**src/rtl/pscl_timer_pkg.sv**
```systemverilog
package pscl_timer_pkg;
  localparam logic [2:0] A_CTRL   = 3'd0;
  localparam logic [2:0] A_COUNT  = 3'd1;
  localparam logic [2:0] A_CMP_A  = 3'd2;
  localparam logic [2:0] A_CMP_B  = 3'd3;
  localparam logic [2:0] A_CMP_C  = 3'd4;
  localparam logic [2:0] A_FLAGS  = 3'd5;
  localparam logic [2:0] A_MASK   = 3'd6;
  localparam logic [2:0] A_STROBE = 3'd7;

  localparam int NUM_EV = 3;

  // bit order matches the flags and mask registers
  typedef struct packed {
    logic hit_b;
    logic hit_a;
    logic wrap;
  } tmr_ev_t;
endpackage

```
**src/rtl/pscl_prescaler.sv**
```systemverilog
module pscl_prescaler #(
  parameter int SEL_W = 4
) (
  input  logic             clk_i,
  input  logic             rst_ni,
  input  logic [SEL_W-1:0] sel_i,
  input  logic             restart_i,
  output logic             tick_o
);
  localparam int PSC_W = (1 << SEL_W) - 2;

  logic [PSC_W-1:0] psc_q;
  logic [PSC_W-1:0] psc_mask;

  // bit i participates when divisor 2^(sel-1) exceeds 2^i
  for (genvar i = 0; i < PSC_W; i++) begin : g_mask
    assign psc_mask[i] = (sel_i > SEL_W'(i + 1));
  end

  assign tick_o = (sel_i != '0) && !restart_i && (&(psc_q | ~psc_mask));

  always_ff @(posedge clk_i or negedge rst_ni) begin
    if (!rst_ni)        psc_q <= '0;
    else if (restart_i) psc_q <= '0;
    else                psc_q <= psc_q + PSC_W'(1);
  end
endmodule

```
**src/rtl/pscl_counter.sv**
```systemverilog
module pscl_counter
  import pscl_timer_pkg::*;
#(
  parameter int CNT_W = 8
) (
  input  logic             clk_i,
  input  logic             rst_ni,
  input  logic             tick_i,
  input  logic             pc_mode_i,
  input  logic [CNT_W-1:0] top_i,
  input  logic [CNT_W-1:0] cmp_a_i,
  input  logic [CNT_W-1:0] cmp_b_i,
  input  logic             load_i,
  input  logic [CNT_W-1:0] load_val_i,
  output logic [CNT_W-1:0] cnt_o,
  output logic             up_o,
  output tmr_ev_t          ev_o
);
  logic [CNT_W-1:0] cnt_q, cnt_d;
  logic             up_q, up_d;
  logic             adv, wrap;
  logic             cmp_en;

  always_comb begin
    cnt_d = cnt_q;
    up_d  = up_q;
    adv   = 1'b0;
    wrap  = 1'b0;
    if (load_i) begin
      cnt_d = load_val_i;
      up_d  = 1'b1;
    end else if (tick_i) begin
      adv = 1'b1;
      if (!pc_mode_i) begin
        up_d = 1'b1;
        if (cnt_q >= top_i) begin
          cnt_d = '0;
          wrap  = 1'b1;
        end else begin
          cnt_d = cnt_q + CNT_W'(1);
        end
      end else if (up_q) begin
        if (({1'b0, cnt_q} + (CNT_W+1)'(1)) >= {1'b0, top_i}) begin
          cnt_d = top_i;
          up_d  = 1'b0;
        end else begin
          cnt_d = cnt_q + CNT_W'(1);
        end
      end else begin
        if (cnt_q <= CNT_W'(1)) begin
          cnt_d = '0;
          up_d  = 1'b1;
          wrap  = 1'b1;
        end else begin
          cnt_d = cnt_q - CNT_W'(1);
        end
      end
    end
  end

  // loads compare only outside phase-correct mode
  assign cmp_en = adv || (load_i && !pc_mode_i);

  assign ev_o.wrap  = wrap;
  assign ev_o.hit_a = cmp_en && (cnt_d == cmp_a_i);
  assign ev_o.hit_b = cmp_en && (cnt_d == cmp_b_i);

  always_ff @(posedge clk_i or negedge rst_ni) begin
    if (!rst_ni) begin
      cnt_q <= '0;
      up_q  <= 1'b1;
    end else begin
      cnt_q <= cnt_d;
      up_q  <= up_d;
    end
  end

  assign cnt_o = cnt_q;
  assign up_o  = up_q;
endmodule

```
**src/rtl/pscl_flags.sv**
```systemverilog
module pscl_flags #(
  parameter int N = 3
) (
  input  logic         clk_i,
  input  logic         rst_ni,
  input  logic [N-1:0] set_i,
  input  logic [N-1:0] clr_i,
  input  logic [N-1:0] mask_i,
  output logic [N-1:0] flags_o,
  output logic [N-1:0] irq_o
);
  logic [N-1:0] flags_q;

  always_ff @(posedge clk_i or negedge rst_ni) begin
    if (!rst_ni) flags_q <= '0;
    else         flags_q <= (flags_q & ~clr_i) | set_i;  // set wins
  end

  for (genvar i = 0; i < N; i++) begin : g_irq
    assign irq_o[i] = flags_q[i] & mask_i[i];
  end

  assign flags_o = flags_q;
endmodule

```
**src/rtl/pscl_timer.sv**
```systemverilog
module pscl_timer
  import pscl_timer_pkg::*;
#(
  parameter int CNT_W = 8,
  parameter int SEL_W = 4
) (
  input  logic             clk_i,
  input  logic             rst_ni,
  input  logic             wr_en_i,
  input  logic [2:0]       addr_i,
  input  logic [CNT_W-1:0] wdata_i,
  output logic [CNT_W-1:0] rdata_o,
  output logic             count_up_o,
  output logic             match_a_o,
  output logic             match_b_o,
  output logic             irq_ovf_o,
  output logic             irq_cmp_a_o,
  output logic             irq_cmp_b_o
);
  localparam int CTRL_W   = SEL_W + 3;
  localparam int PWM_A_B  = SEL_W;
  localparam int PWM_B_B  = SEL_W + 1;
  localparam int CLR_TOP_B = SEL_W + 2;

  logic [CTRL_W-1:0] ctrl_q;
  logic [CNT_W-1:0]  cmp_a_q, cmp_b_q, cmp_c_q;
  logic [NUM_EV-1:0] mask_q;
  logic              match_a_q, match_b_q;

  logic [SEL_W-1:0]  sel;
  logic              pwm_any, clr_top, pc_mode;
  logic [CNT_W-1:0]  top;
  logic              wr_ctrl, wr_cnt, wr_flags, restart, tick;
  logic [CNT_W-1:0]  cnt;
  logic              up;
  tmr_ev_t           ev;
  logic [NUM_EV-1:0] flags, irq, flag_clr;

  assign sel     = ctrl_q[SEL_W-1:0];
  assign pwm_any = ctrl_q[PWM_A_B] | ctrl_q[PWM_B_B];
  assign clr_top = ctrl_q[CLR_TOP_B];
  assign pc_mode = pwm_any & ~clr_top;
  assign top     = (pwm_any | clr_top) ? cmp_c_q : '1;

  assign wr_ctrl  = wr_en_i && (addr_i == A_CTRL);
  assign wr_cnt   = wr_en_i && (addr_i == A_COUNT);
  assign wr_flags = wr_en_i && (addr_i == A_FLAGS);
  assign restart  = (wr_ctrl && (wdata_i[SEL_W-1:0] != sel)) ||
                    (wr_en_i && (addr_i == A_STROBE) && wdata_i[0]);
  assign flag_clr = wr_flags ? wdata_i[NUM_EV-1:0] : '0;

  always_ff @(posedge clk_i or negedge rst_ni) begin
    if (!rst_ni) begin
      ctrl_q  <= '0;
      cmp_a_q <= '0;
      cmp_b_q <= '0;
      cmp_c_q <= '0;
      mask_q  <= '0;
    end else if (wr_en_i) begin
      case (addr_i)
        A_CTRL:  ctrl_q  <= wdata_i[CTRL_W-1:0];
        A_CMP_A: cmp_a_q <= wdata_i;
        A_CMP_B: cmp_b_q <= wdata_i;
        A_CMP_C: cmp_c_q <= wdata_i;
        A_MASK:  mask_q  <= wdata_i[NUM_EV-1:0];
        default: ;
      endcase
    end
  end

  pscl_prescaler #(.SEL_W(SEL_W)) u_psc (
    .clk_i     (clk_i),
    .rst_ni    (rst_ni),
    .sel_i     (sel),
    .restart_i (restart),
    .tick_o    (tick)
  );

  pscl_counter #(.CNT_W(CNT_W)) u_cnt (
    .clk_i      (clk_i),
    .rst_ni     (rst_ni),
    .tick_i     (tick),
    .pc_mode_i  (pc_mode),
    .top_i      (top),
    .cmp_a_i    (cmp_a_q),
    .cmp_b_i    (cmp_b_q),
    .load_i     (wr_cnt),
    .load_val_i (wdata_i),
    .cnt_o      (cnt),
    .up_o       (up),
    .ev_o       (ev)
  );

  pscl_flags #(.N(NUM_EV)) u_flags (
    .clk_i   (clk_i),
    .rst_ni  (rst_ni),
    .set_i   (ev),
    .clr_i   (flag_clr),
    .mask_i  (mask_q),
    .flags_o (flags),
    .irq_o   (irq)
  );

  always_ff @(posedge clk_i or negedge rst_ni) begin
    if (!rst_ni) begin
      match_a_q <= 1'b0;
      match_b_q <= 1'b0;
    end else begin
      match_a_q <= ev.hit_a;
      match_b_q <= ev.hit_b;
    end
  end

  always_comb begin
    case (addr_i)
      A_CTRL:  rdata_o = CNT_W'(ctrl_q);
      A_COUNT: rdata_o = cnt;
      A_CMP_A: rdata_o = cmp_a_q;
      A_CMP_B: rdata_o = cmp_b_q;
      A_CMP_C: rdata_o = cmp_c_q;
      A_FLAGS: rdata_o = CNT_W'(flags);
      A_MASK:  rdata_o = CNT_W'(mask_q);
      default: rdata_o = '0;
    endcase
  end

  assign count_up_o  = up;
  assign match_a_o   = match_a_q;
  assign match_b_o   = match_b_q;
  assign irq_ovf_o   = irq[0];
  assign irq_cmp_a_o = irq[1];
  assign irq_cmp_b_o = irq[2];
endmodule

```
**config.mk**
```make
export PLATFORM = sky130hd
export DESIGN_NAME = pscl_timer
export DESIGN_NICKNAME = d
export VERILOG_FILES = /design/src/rtl/pscl_timer_pkg.sv /design/src/rtl/pscl_prescaler.sv /design/src/rtl/pscl_counter.sv /design/src/rtl/pscl_flags.sv /design/src/rtl/pscl_timer.sv
export SDC_FILE = /design/constraint.sdc
export NUM_CORES = 1
export LEC_CHECK = 0
export ABC_AREA = 1
export BUFFER_PORTS_ARGS = -buffer_cell sky130_fd_sc_hd__buf_2
export CELL_PAD_IN_SITES_DETAIL_PLACEMENT = 0
export CELL_PAD_IN_SITES_GLOBAL_PLACEMENT = 1
export CORE_UTILIZATION = 31
export DETAILED_ROUTE_END_ITERATION = 8
export GPL_TIMING_DRIVEN = 0
export PLACE_DENSITY = 0.69
export SLEW_MARGIN = 10
export SYNTH_ARGS = -nofsm -noshare
export SYNTH_HDL_FRONTEND = slang
export SYNTH_HIERARCHICAL = 1
export SYNTH_SLANG_ARGS = --single-unit
```
**constraint.sdc**
```tcl
create_clock -name clk_i -period 8.3 [get_ports clk_i]
set_clock_uncertainty 0.15 [all_clocks]
set_input_delay 0.83 -clock clk_i [delete_from_list [all_inputs] [get_ports clk_i]]
set_output_delay 0.83 -clock clk_i [all_outputs]
set_load 0.02 [all_outputs]
```
==> impl_metrics.py, run 1 <==
metrics = {
    "finish": {
        "syn_to_final_growth_pct": 13.9,
        "multiInputGateArea_sq_um": 2750,
        "final_util": 0.362,
        "layout-drive-gt1-share": 0.145,
        "nets": 783,
        "regArea_sq_um": 1550,
        "diodes": 0,
        "nFillCells": 1654,
    },
    "clock_tree": {
        "clk_latency_ns": 0.34,
        "cts_setup_buffers": 0,
        "post_cts_resized": 0,
        "tritoncts": "yes",
        "htreeDepth": 3,
        "clk_pin_slew_ns": 0.06,
        "cts.sinks": 62,
        "clock_path_buffers": 2,
        "holdBufCountCts": 0,
        "cts-root-buf": "clkbuf_16",
        "cts_made_buffers": 9,
    },
    "synthesis": {
        "synth_area_leaders": "dfrtp_1 (32%), nand2_1 (16%), inv_1 (7.5%), nand3_1 (7.0%), nor2_1 (5.6%)",
        "synth_edf_count": 0,
        "synth-seq-cells": 62,
        "netlist_area_sq_um": 4840,
        "yosys-top-cells-count": "nand2_1 (205), inv_1 (97), nor2_1 (72)",
        "ys.warnings.count": 6,
        "async_reset_ff_frac": 1.00,
        "syn_inst": 711,
        "syn-num-nets": 745,
        "ys_types": 43,
        "syn_area_per_cell_sq_um": 6.80,
        "yosysMostFrequentCell": "nand2_1",
        "synth_top_area_share": 0.316,
        "synth_top_cell_by_area": "dfrtp_1",
        "seq_area_frac_synth": 0.321,
        "synthFlopType": "dfrtp_1",
    },
    "routing": {
        "drtIter0Drc": 226,
        "wl_per_cell_um": 15.4,
        "routed_via_density": 4.99,
        "drc": 0,
        "via_count": 4696,
        "dr.pass1.iters": 5,
        "ant_nets": 0,
        "wirelength_mm": 14.5,
    },
    "floorplan": {
        "start_util": 0.318,
        "core_area_sq_um": 15200,
        "core.rowCount": 45,
        "io_pins": 28,
        "die_area_sq_um": 16100,
        "die_height_um": 127,
        "dieWidth_um": 127,
    },
    "place": {
        "dpl_worst_slack_ns": 3.91,
        "dp_hpwl_mm": 11.6,
        "place_congestion": 0.873,
        "portBuffers": 26,
    },
    "sta": {
        "setup_viol": 0,
        "fin_crit_ns": 4.08,
        "layout_setup_ws_ns": 4.22,
        "tightest_slew_ns": 0.765,
        "post-route-period-util": 0.492,
        "maxSlewHeadroom": 0.490,
        "tns_ns": 0,
        "rsz0062_at_grt": "false",
        "maxSlewViolCount": 0,
        "max_freq_ghz": 0.245,
        "hold_violations": 0,
    },
    "power_and_ir_drop": {
        "p_leak_nw": 2.90,
        "ir_drop_v": 0.000132,
        "power_per_cell_area_nw_per_um2": 308,
    },
    "worst_setup_path": {
        "crit_path_max_fanout": 10,
        "endpoint_kind": "flop",
        "timing.rr.start": "ctrl_q[1]",
        "worstReg2RegEnd": "u_flags/flags_o[1]",
        "reg2reg_depth": 27,
        "start_kind": "primary input",
        "ff2ff_setup_slack_ns": 4.56,
        "cp.arrival_ns": 4.21,
        "path_class": "primary input to flop",
        "worstPathRequired_ns": 8.43,
    },
    "grt": {
        "grt.total_usage": 0.192,
        "grt_antenna_before_repair": 0,
        "grt_pass1_wl_mm": 23.5,
        "grt_max_degree": 44,
        "overflow": 0,
        "grt_pass1_vias": 4545,
    },
    "status": {
        "status": "complete, no violations",
    },
    "min_path": {
        "hp-class": "primary input to asynchronous set/reset pin",
    },
    "run": {
        "maxCapViolCount": 0,
    },
}
## how the worst max path moves through the flow
stage              start            endpoint  slack (ns)  depth (start not counted)
2_1_floorplan  addr_i[2]  u_flags/flags_o[1]        5.00                         26
3_3_place_gp   addr_i[2]  u_flags/flags_o[1]        3.89                         27
3_5_place_dp   addr_i[2]  u_flags/flags_o[1]        3.91                         27
4_1_cts        addr_i[2]  u_flags/flags_o[1]        4.25                         27
5_1_grt        addr_i[2]  u_flags/flags_o[2]        3.88                         25
6_report       addr_i[2]  u_flags/flags_o[1]        4.22                         27
## cell type report
cell class                      count  area share
Buffer                             17      0.0245
Clock buffer                       10      0.0434
Clock inverter                      6     0.00682
Inverter                          105      0.0720
Multi-Input combinational cell    527       0.500
Sequential cell                    62       0.282
Tap cell                          188      0.0427
Timing Repair Buffer               27      0.0291
## power by group
group | switching (mW) | internal [mW]
clock network | 0.142 | 0.208
registers | 0.0975 | 0.374
logic | 0.565 | 0.310
total | 0.804 | 0.892
## registers in the layout (all words and copies together) (netlist names)
signal / count
match_a_o: 1
u_flags/flags_o: 3
cmp_c_q: 8
cmp_b_q: 8
match_b_o: 1
u_cnt/cnt_o: 8
cmp_a_q: 8
u_psc/psc_q: 14
u_cnt/up_o: 1
ctrl_q: 7
mask_q: 3
## cells in the final DEF, fill, tap and decap left out, types with 2 or more instances in the layout
cell type / instances
a21oi_1: 31
buf_1: 2
buf_2: 30
buf_4: 2
buf_6: 8
clkbuf_16: 9
clkinv_2: 3
clkinvlp_4: 3
dfrtp_1: 61
ha_1: 20
inv_1: 97
inv_2: 7
nand2_1: 205
nand2_2: 12
nand2_4: 2
nand3_1: 68
nand3_2: 3
nand3b_1: 9
nand4_1: 17
nor2_1: 72
nor2_2: 3
nor2_4: 6
nor3_1: 2
nor3_4: 2
o21ai_0: 31
o21ai_1: 11
o21ai_2: 9
xnor2_1: 2
xor2_1: 8
## per-layer routing
metal  global-route usage  wire (um)  vias up  part of all wire
met2                0.328       7050       96              0.49
met4                0.103        546        0             0.038
met3               0.0274        507       34             0.035
li1                     -          -     2362                 -
met1                0.232       6390     2204              0.44
met5                    0          0        -                 0
## kinds of logic after synthesis
logic type / synth area share
AOI/OAI and AO/OA: 0.116
xor gates and xnor gates: 0.0181
adders and majority gates: 0.0517
buffers and inverters: 0.110
DFF: 0.321
and+or+nand+nor: 0.383
## stage by stage
stage / instance area (sq um) / hold slack (ns) / power [mW] / cells
after floorplan: 4840 / 0.279 / 1.12 / 711
after global placement: 5200 / 0.300 / 1.33 / 925
after detailed placement: 5230 / 0.304 / 1.35 / 926
after CTS: 5510 / 0.232 / 1.71 / 942
after global routing: 5510 / 0.248 / 1.86 / 942
final: 5510 / 0.230 / 1.70 / 942
## critical path, stage by stage
cell and delay [ns]:
buf_2 0.11, buf_2 0.19, buf_2 0.22, nand3_1 0.09, o21ai_0 0.07, nand2_1 0.08
nand2_1 0.07, buf_6 0.14, inv_1 0.21, nand2_1 0.09, nor2_1 0.12, nand3_1 0.08
nor2_1 0.24, inv_1 0.07, nor2_1 0.33, inv_1 0.23, a21oi_1 0.20, nand2_2 0.09
nand2_2 0.08, inv_2 0.04, nand2_2 0.04, nand2_1 0.06, nor2_1 0.08, nand2_1 0.07
nor2_1 0.22, inv_1 0.07, nand2_1 0.06
Note: power is estimated with default switching activity, not from simulation.
==> inputs of run 2 (changes only) <==
--- a/config.mk
+++ b/config.mk
@@ -12,7 +12,7 @@
 export CORE_UTILIZATION = 31
 export DETAILED_ROUTE_END_ITERATION = 8
 export GPL_TIMING_DRIVEN = 0
-export PLACE_DENSITY = 0.69
+export PLACE_DENSITY = 0.72
 export SLEW_MARGIN = 10
 export SYNTH_ARGS = -nofsm -noshare
 export SYNTH_HDL_FRONTEND = slang
==> constraint.sdc (replaced) <==
create_clock -name clk_i -period 3.4 [get_ports clk_i]
set_clock_uncertainty 0.15 [all_clocks]
set_input_delay 0.34 -clock clk_i [delete_from_list [all_inputs] [get_ports clk_i]]
set_output_delay 0.34 -clock clk_i [all_outputs]
set_load 0.02 [all_outputs]
==> run 2 against run 1 <==
  * Die area did not move
  * Design area up 7.8%
  * Register-to-register slack lost 4.4 ns
  * Total power grew to 2.8 times the previous value
  * Final cell count increased by 2.3%
  * Critical path depth is 6 lower
  * Wire length is 3.2% higher
  * First-iteration DRC count is 16% higher
  * Critical endpoint unchanged
  * Largest cell class unchanged
==> impl_metrics.py, run 2 (same netlist as run 1, synthesis figures left out) <==
metrics = {
    "sta": {
        "maxSlewViolCount": 0,
        "worst_hold_slack_ns": 0.143,
        "max_freq_ghz": 0.313,
        "maxSlewHeadroom": 0.504,
        "tightest_slew_ns": 0.744,
        "fin_crit_ns": 3.20,
        "hold_violations": 0,
        "post-route-period-util": 0.941,
        "setup_viol": 0,
    },
    "grt": {
        "grt_max_degree": 40,
        "grt.total_usage": 0.192,
        "grt_pass1_wl_mm": 23.8,
        "grt_antenna_before_repair": 0,
        "overflow": 0,
        "grt_pass1_vias": 4403,
    },
    "power_and_ir_drop": {
        "p_leak_nw": 3.04,
        "finalPower_mw": 4.82,
        "ir_drop_v": 0.000345,
        "power_per_cell_area_nw_per_um2": 812,
    },
    "finish": {
        "nFillCells": 1655,
        "layout-drive-gt1-share": 0.223,
        "largest_reg_flops": 14,
        "regMostFlops": "u_psc/psc_q",
        "fin_area_sq_um": 5940,
        "layout_commonest_cell": "nand2_1",
        "final_util": 0.391,
        "layout_common_cells": "nand2_1 (192), inv_1 (90), nand3_1 (65), nor2_1 (65), dfrtp_1 (55)",
        "layoutNonFillerInstCount": 964,
        "diodes": 0,
        "syn_to_final_growth_pct": 22.8,
        "nets": 805,
    },
    "worst_setup_path": {
        "path_class": "flop to flop",
        "endpoint_kind": "flop",
        "worstSetupStartpoint": "u_cnt/cnt_o[1]",
        "cp.arrival_ns": 3.32,
        "timing.rr.start": "u_cnt/cnt_o[1]",
        "crit_path_max_fanout": 8,
        "worstPathRequired_ns": 3.52,
        "start_kind": "flop",
    },
    "routing": {
        "drtIter0Drc": 263,
        "wirelength_mm": 15.0,
        "ant_nets": 0,
        "routed_via_density": 4.86,
        "drc": 0,
        "dr.pass1.iters": 4,
        "via_count": 4686,
        "wl_per_cell_um": 15.5,
    },
    "min_path": {
        "hold_start": "wdata_i[5]",
        "hp-class": "primary input to flop",
    },
    "clock_tree": {
        "tritoncts": "yes",
        "clock_path_buffers": 2,
        "cts_made_buffers": 9,
        "cts-root-buf": "clkbuf_16",
        "clk_pin_slew_ns": 0.06,
        "htreeDepth": 3,
        "cts.sinks": 62,
        "clk_latency_ns": 0.33,
    },
    "floorplan": {
        "start_util": 0.318,
        "io_pins": 28,
        "dieWidth_um": 127,
        "core_area_sq_um": 15200,
        "die_area_sq_um": 16100,
        "core.rowCount": 45,
        "die_height_um": 127,
    },
    "status": {
        "status": "complete, no violations",
    },
    "place": {
        "portBuffers": 26,
        "dpl-instance-area_sq_um": 5220,
        "dp_hpwl_mm": 11.4,
        "dp_cells": 926,
        "place_congestion": 0.824,
    },
    "run": {
        "maxCapViolCount": 0,
    },
}
-- run 2: final cells by class --
| class | instances | area [sq um] | share of cell area |
|---|---|---|---|
| buffer | 17 | 138 | 0.0232 |
| inverter | 105 | 400 | 0.0674 |
| tap | 188 | 235 | 0.0396 |
| clock buffer | 13 | 260 | 0.0438 |
| multi-input combinational | 528 | 2940 | 0.494 |
| timing repair buffer | 48 | 320 | 0.0539 |
| clock inverter | 3 | 90.1 | 0.0152 |
| sequential | 62 | 1560 | 0.263 |
-- run 2: critical path: stages, from the launching register on --
cell and delay (ns):
dfrtp_2 0.44, ha_4 0.17, nand3_2 0.10, buf_4 0.17, nor2_4 0.11, xor2_1 0.21
ha_1 0.28, a21oi_1 0.16, nand2_2 0.11, nand2_4 0.14, nand2_8 0.09, nand2_1 0.10
nand2_1 0.05, nand2_1 0.07, nand3_2 0.13, nand3_1 0.11, nand2_1 0.06, nor2_2 0.11
nand3_1 0.13, nor2_4 0.13, inv_1 0.06, nand2_1 0.06
-- run 2: path summary, 6_finish.rpt --
kind / end / slack (ns) / depth (start not counted)
max in group asynchronous: ctrl_q[3] / 2.25 / 3
hold / removal: ctrl_q[5] / 0.14 / 3
setup reg to reg: u_flags/flags_o[1] / 0.20 / 21
hold reg to reg: u_psc/psc_q[0] / 0.31 / 1
setup / recovery: u_flags/flags_o[1] / 0.20 / 21
min in group asynchronous: u_flags/flags_o[0] / 0.31 / 2
-- run 2: report_power, final --
| group | total (mW) | internal (mW) | leakage (nW) | switching (mW) |
|---|---|---|---|---|
| logic | 2.59 | 1.00 | 2.10 | 1.59 |
| clock network | 1.09 | 0.757 | 0.170 | 0.335 |
| registers | 1.14 | 0.917 | 0.773 | 0.220 |
-- run 2: routing by layer --
| metal | up-vias | wire length [um] | GRT usage | share of wire |
|---|---|---|---|---|
| met5 | - | 0 | 0 | 0 |
| met4 | 0 | 254 | 0.0602 | 0.017 |
| met3 | 16 | 354 | 0.0287 | 0.024 |
| met2 | 61 | 7480 | 0.331 | 0.50 |
| met1 | 2199 | 6870 | 0.247 | 0.46 |
| li1 | 2410 | - | - | - |
-- run 2: repair_timing --
action,in CTS,in global routing
hold buffers,1,0
resized for setup,12,45
endpoints found under the setup margin,4,4
pin swaps,1,15
endpoints found under the hold margin,22,0
setup buffers,4,16
gates cloned,0,1
-- run 2: stage by stage --
stage | setup TNS (ns) | worst slack, ns
after floorplan | 0 | 0.576
after global placement | -1.91 | -0.556
after detailed placement | -1.85 | -0.534
after CTS | 0 | 0.0354
after global routing | -0.0276 | -0.0209
final | 0 | 0.201
==> inputs of run 3 (changes only) <==
--- a/config.mk
+++ b/config.mk
@@ -9,10 +9,11 @@
 export BUFFER_PORTS_ARGS = -buffer_cell sky130_fd_sc_hd__buf_2
 export CELL_PAD_IN_SITES_DETAIL_PLACEMENT = 0
 export CELL_PAD_IN_SITES_GLOBAL_PLACEMENT = 1
-export CORE_UTILIZATION = 31
+export CORE_UTILIZATION = 40
 export DETAILED_ROUTE_END_ITERATION = 8
 export GPL_TIMING_DRIVEN = 0
-export PLACE_DENSITY = 0.72
+export PLACE_DENSITY = 0.83
+export SKIP_LAST_GASP = 1
 export SLEW_MARGIN = 10
 export SYNTH_ARGS = -nofsm -noshare
 export SYNTH_HDL_FRONTEND = slang
==> constraint.sdc (replaced) <==
create_clock -name clk_i -period 4.1 [get_ports clk_i]
set_clock_uncertainty 0.15 [all_clocks]
set_input_delay 0.41 -clock clk_i [delete_from_list [all_inputs] [get_ports clk_i]]
set_output_delay 0.41 -clock clk_i [all_outputs]
set_load 0.02 [all_outputs]
==> run 3 against run 2 <==
  * The flow now finishes with violations (design-rule violations)
  * Wire length is 8.1% lower
  * Count of clock-buffer cells in the layout is 2 lower
  * Fmax is 13% lower
  * Setup slack better by 0.21 ns
  * Core utilization is 7.8 points higher
  * Register-to-register slack better by 0.21 ns
  * Sequential power is 16% lower
  * Worst hold slack worse by 0.13 ns
  * Non-clock buffer count is 22 lower
  * Die area is 22% lower
==> impl_metrics.py, run 3 (same netlist as run 1, synthesis figures left out) <==
metrics = {
    "worst_setup_path": {
        "start_kind": "flop",
        "path_class": "flop to flop",
        "endpoint_kind": "flop",
        "crit_path_max_fanout": 8,
        "cp_slowest_stage_delay_ns": 0.50,
        "worstPathRequired_ns": 4.22,
        "crit_slowest_cell": "dfrtp_1",
        "cp_common_cell": "nand2_1",
        "cp.arrival_ns": 3.80,
    },
    "grt": {
        "grt.total_usage": 0.232,
        "overflow": 0,
        "grt_pass1_wl_mm": 22.5,
        "grt_pass1_vias": 4494,
        "grt_max_degree": 63,
        "grt_antenna_before_repair": 0,
    },
    "routing": {
        "ant_nets": 0,
        "wirelength_mm": 13.8,
        "dr.pass1.iters": 7,
        "routed_via_density": 5.18,
        "drtIter0Drc": 297,
        "drc": 1,
        "wl_per_cell_um": 15.4,
        "via_count": 4637,
    },
    "sta": {
        "rsz0062_at_grt": "false",
        "maxSlewViolCount": 0,
        "tightest_slew_ns": 0.801,
        "worst_hold_slack_ns": 0.0142,
        "hold_violations": 0,
        "tns_ns": 0,
        "fin_crit_ns": 3.69,
        "maxSlewHeadroom": 0.466,
        "post-route-period-util": 0.899,
        "layout_setup_ws_ns": 0.413,
        "max_freq_ghz": 0.271,
        "setup_viol": 0,
    },
    "clock_tree": {
        "holdBufCountCts": 0,
        "cts_made_buffers": 9,
        "post_cts_resized": 0,
        "cts-root-buf": "clkbuf_16",
        "clock_path_buffers": 2,
        "tritoncts": "yes",
        "clk_pin_slew_ns": 0.05,
        "cts.sinks": 62,
        "clk_latency_ns": 0.34,
        "cts_setup_buffers": 0,
        "htreeDepth": 3,
    },
    "place": {
        "place_congestion": 0.902,
        "portBuffers": 26,
        "dp_hpwl_mm": 10.7,
        "dpl_worst_slack_ns": 0.196,
    },
    "power_and_ir_drop": {
        "finalPower_mw": 3.44,
        "p_leak_nw": 2.89,
        "ir_drop_v": 0.000254,
        "power_per_cell_area_nw_per_um2": 632,
    },
    "finish": {
        "nFillCells": 1194,
        "layout-drive-gt1-share": 0.141,
        "regMostFlops": "u_psc/psc_q",
        "layout_commonest_cell": "nand2_1",
        "diodes": 0,
        "largest_reg_flops": 14,
        "final_util": 0.468,
        "layout_common_cells": "nand2_1 (205), inv_1 (97), nor2_1 (72), nand3_1 (68), dfrtp_1 (61)",
        "syn_to_final_growth_pct": 12.4,
        "nets": 782,
    },
    "floorplan": {
        "core.rowCount": 39,
        "start_util": 0.416,
        "die_area_sq_um": 12500,
        "dieWidth_um": 112,
        "io_pins": 28,
        "die_height_um": 112,
        "core_area_sq_um": 11600,
    },
    "min_path": {
        "hp-class": "primary input to asynchronous set/reset pin",
    },
    "run": {
        "maxCapViolCount": 0,
    },
    "status": {
        "violations": "design-rule violations",
        "status": "complete, but fails checks",
    },
}
-- run 3: metrics by stage --
| step | cell area, sq um | std cells |
|---|---|---|
| finish | 5440 | 895 |
| global route | 5440 | 895 |
| CTS | 5440 | 895 |
| detailed placement | 5150 | 880 |
| global placement | 5140 | 880 |
| floorplan | 4840 | 711 |
-- run 3: where the power goes --
group	total (mW)	switching [mW]	internal, mW
clock network	0.745	0.265	0.481
logic	1.74	1.12	0.622
registers	0.952	0.194	0.757
-- run 3: path summary, 6_finish.rpt --
path                                            to           start  slack [ns]  depth (start not counted)
worst min-delay path                    cmp_a_q[5]          rst_ni        0.01                          1
min in group clk_i                       ctrl_q[1]      wdata_i[1]        0.21                          3
max in group asynchronous       u_flags/flags_o[0]          rst_ni        3.26                          1
worst max-delay path            u_flags/flags_o[1]       ctrl_q[1]        0.41                         27
worst max register to register  u_flags/flags_o[1]       ctrl_q[1]        0.41                         27
worst min register to register      u_psc/psc_q[0]  u_psc/psc_q[0]        0.31                          1
-- run 3: final cells by class --
cell class	count	area, sq um	share of cell area
inverters	105	397	0.0729
multi-input cells	527	2750	0.506
repair buffers	26	133	0.0244
well taps	143	179	0.0329
flip-flops and latches	62	1550	0.286
clock inverters	4	47.5	0.00874
plain buffers	17	135	0.0249
clock buffers	11	243	0.0446
-- run 3: worst max-delay path, delay by kind of cell, from the launching register on --
family / cells / cell delay [ns]
simple gates: 19 / 1.93
buf+inv: 7 / 0.80
flops: 1 / 0.50
compound gates: 1 / 0.20
-- run 3: metal layers --
metal / up-vias / part of all wire / global-route usage
met5: - / 0 / 0
met3: 25 / 0.041 / 0.0392
li1: 2361 / - / -
met1: 2151 / 0.43 / 0.281
met2: 100 / 0.50 / 0.406
met4: 0 / 0.033 / 0.100
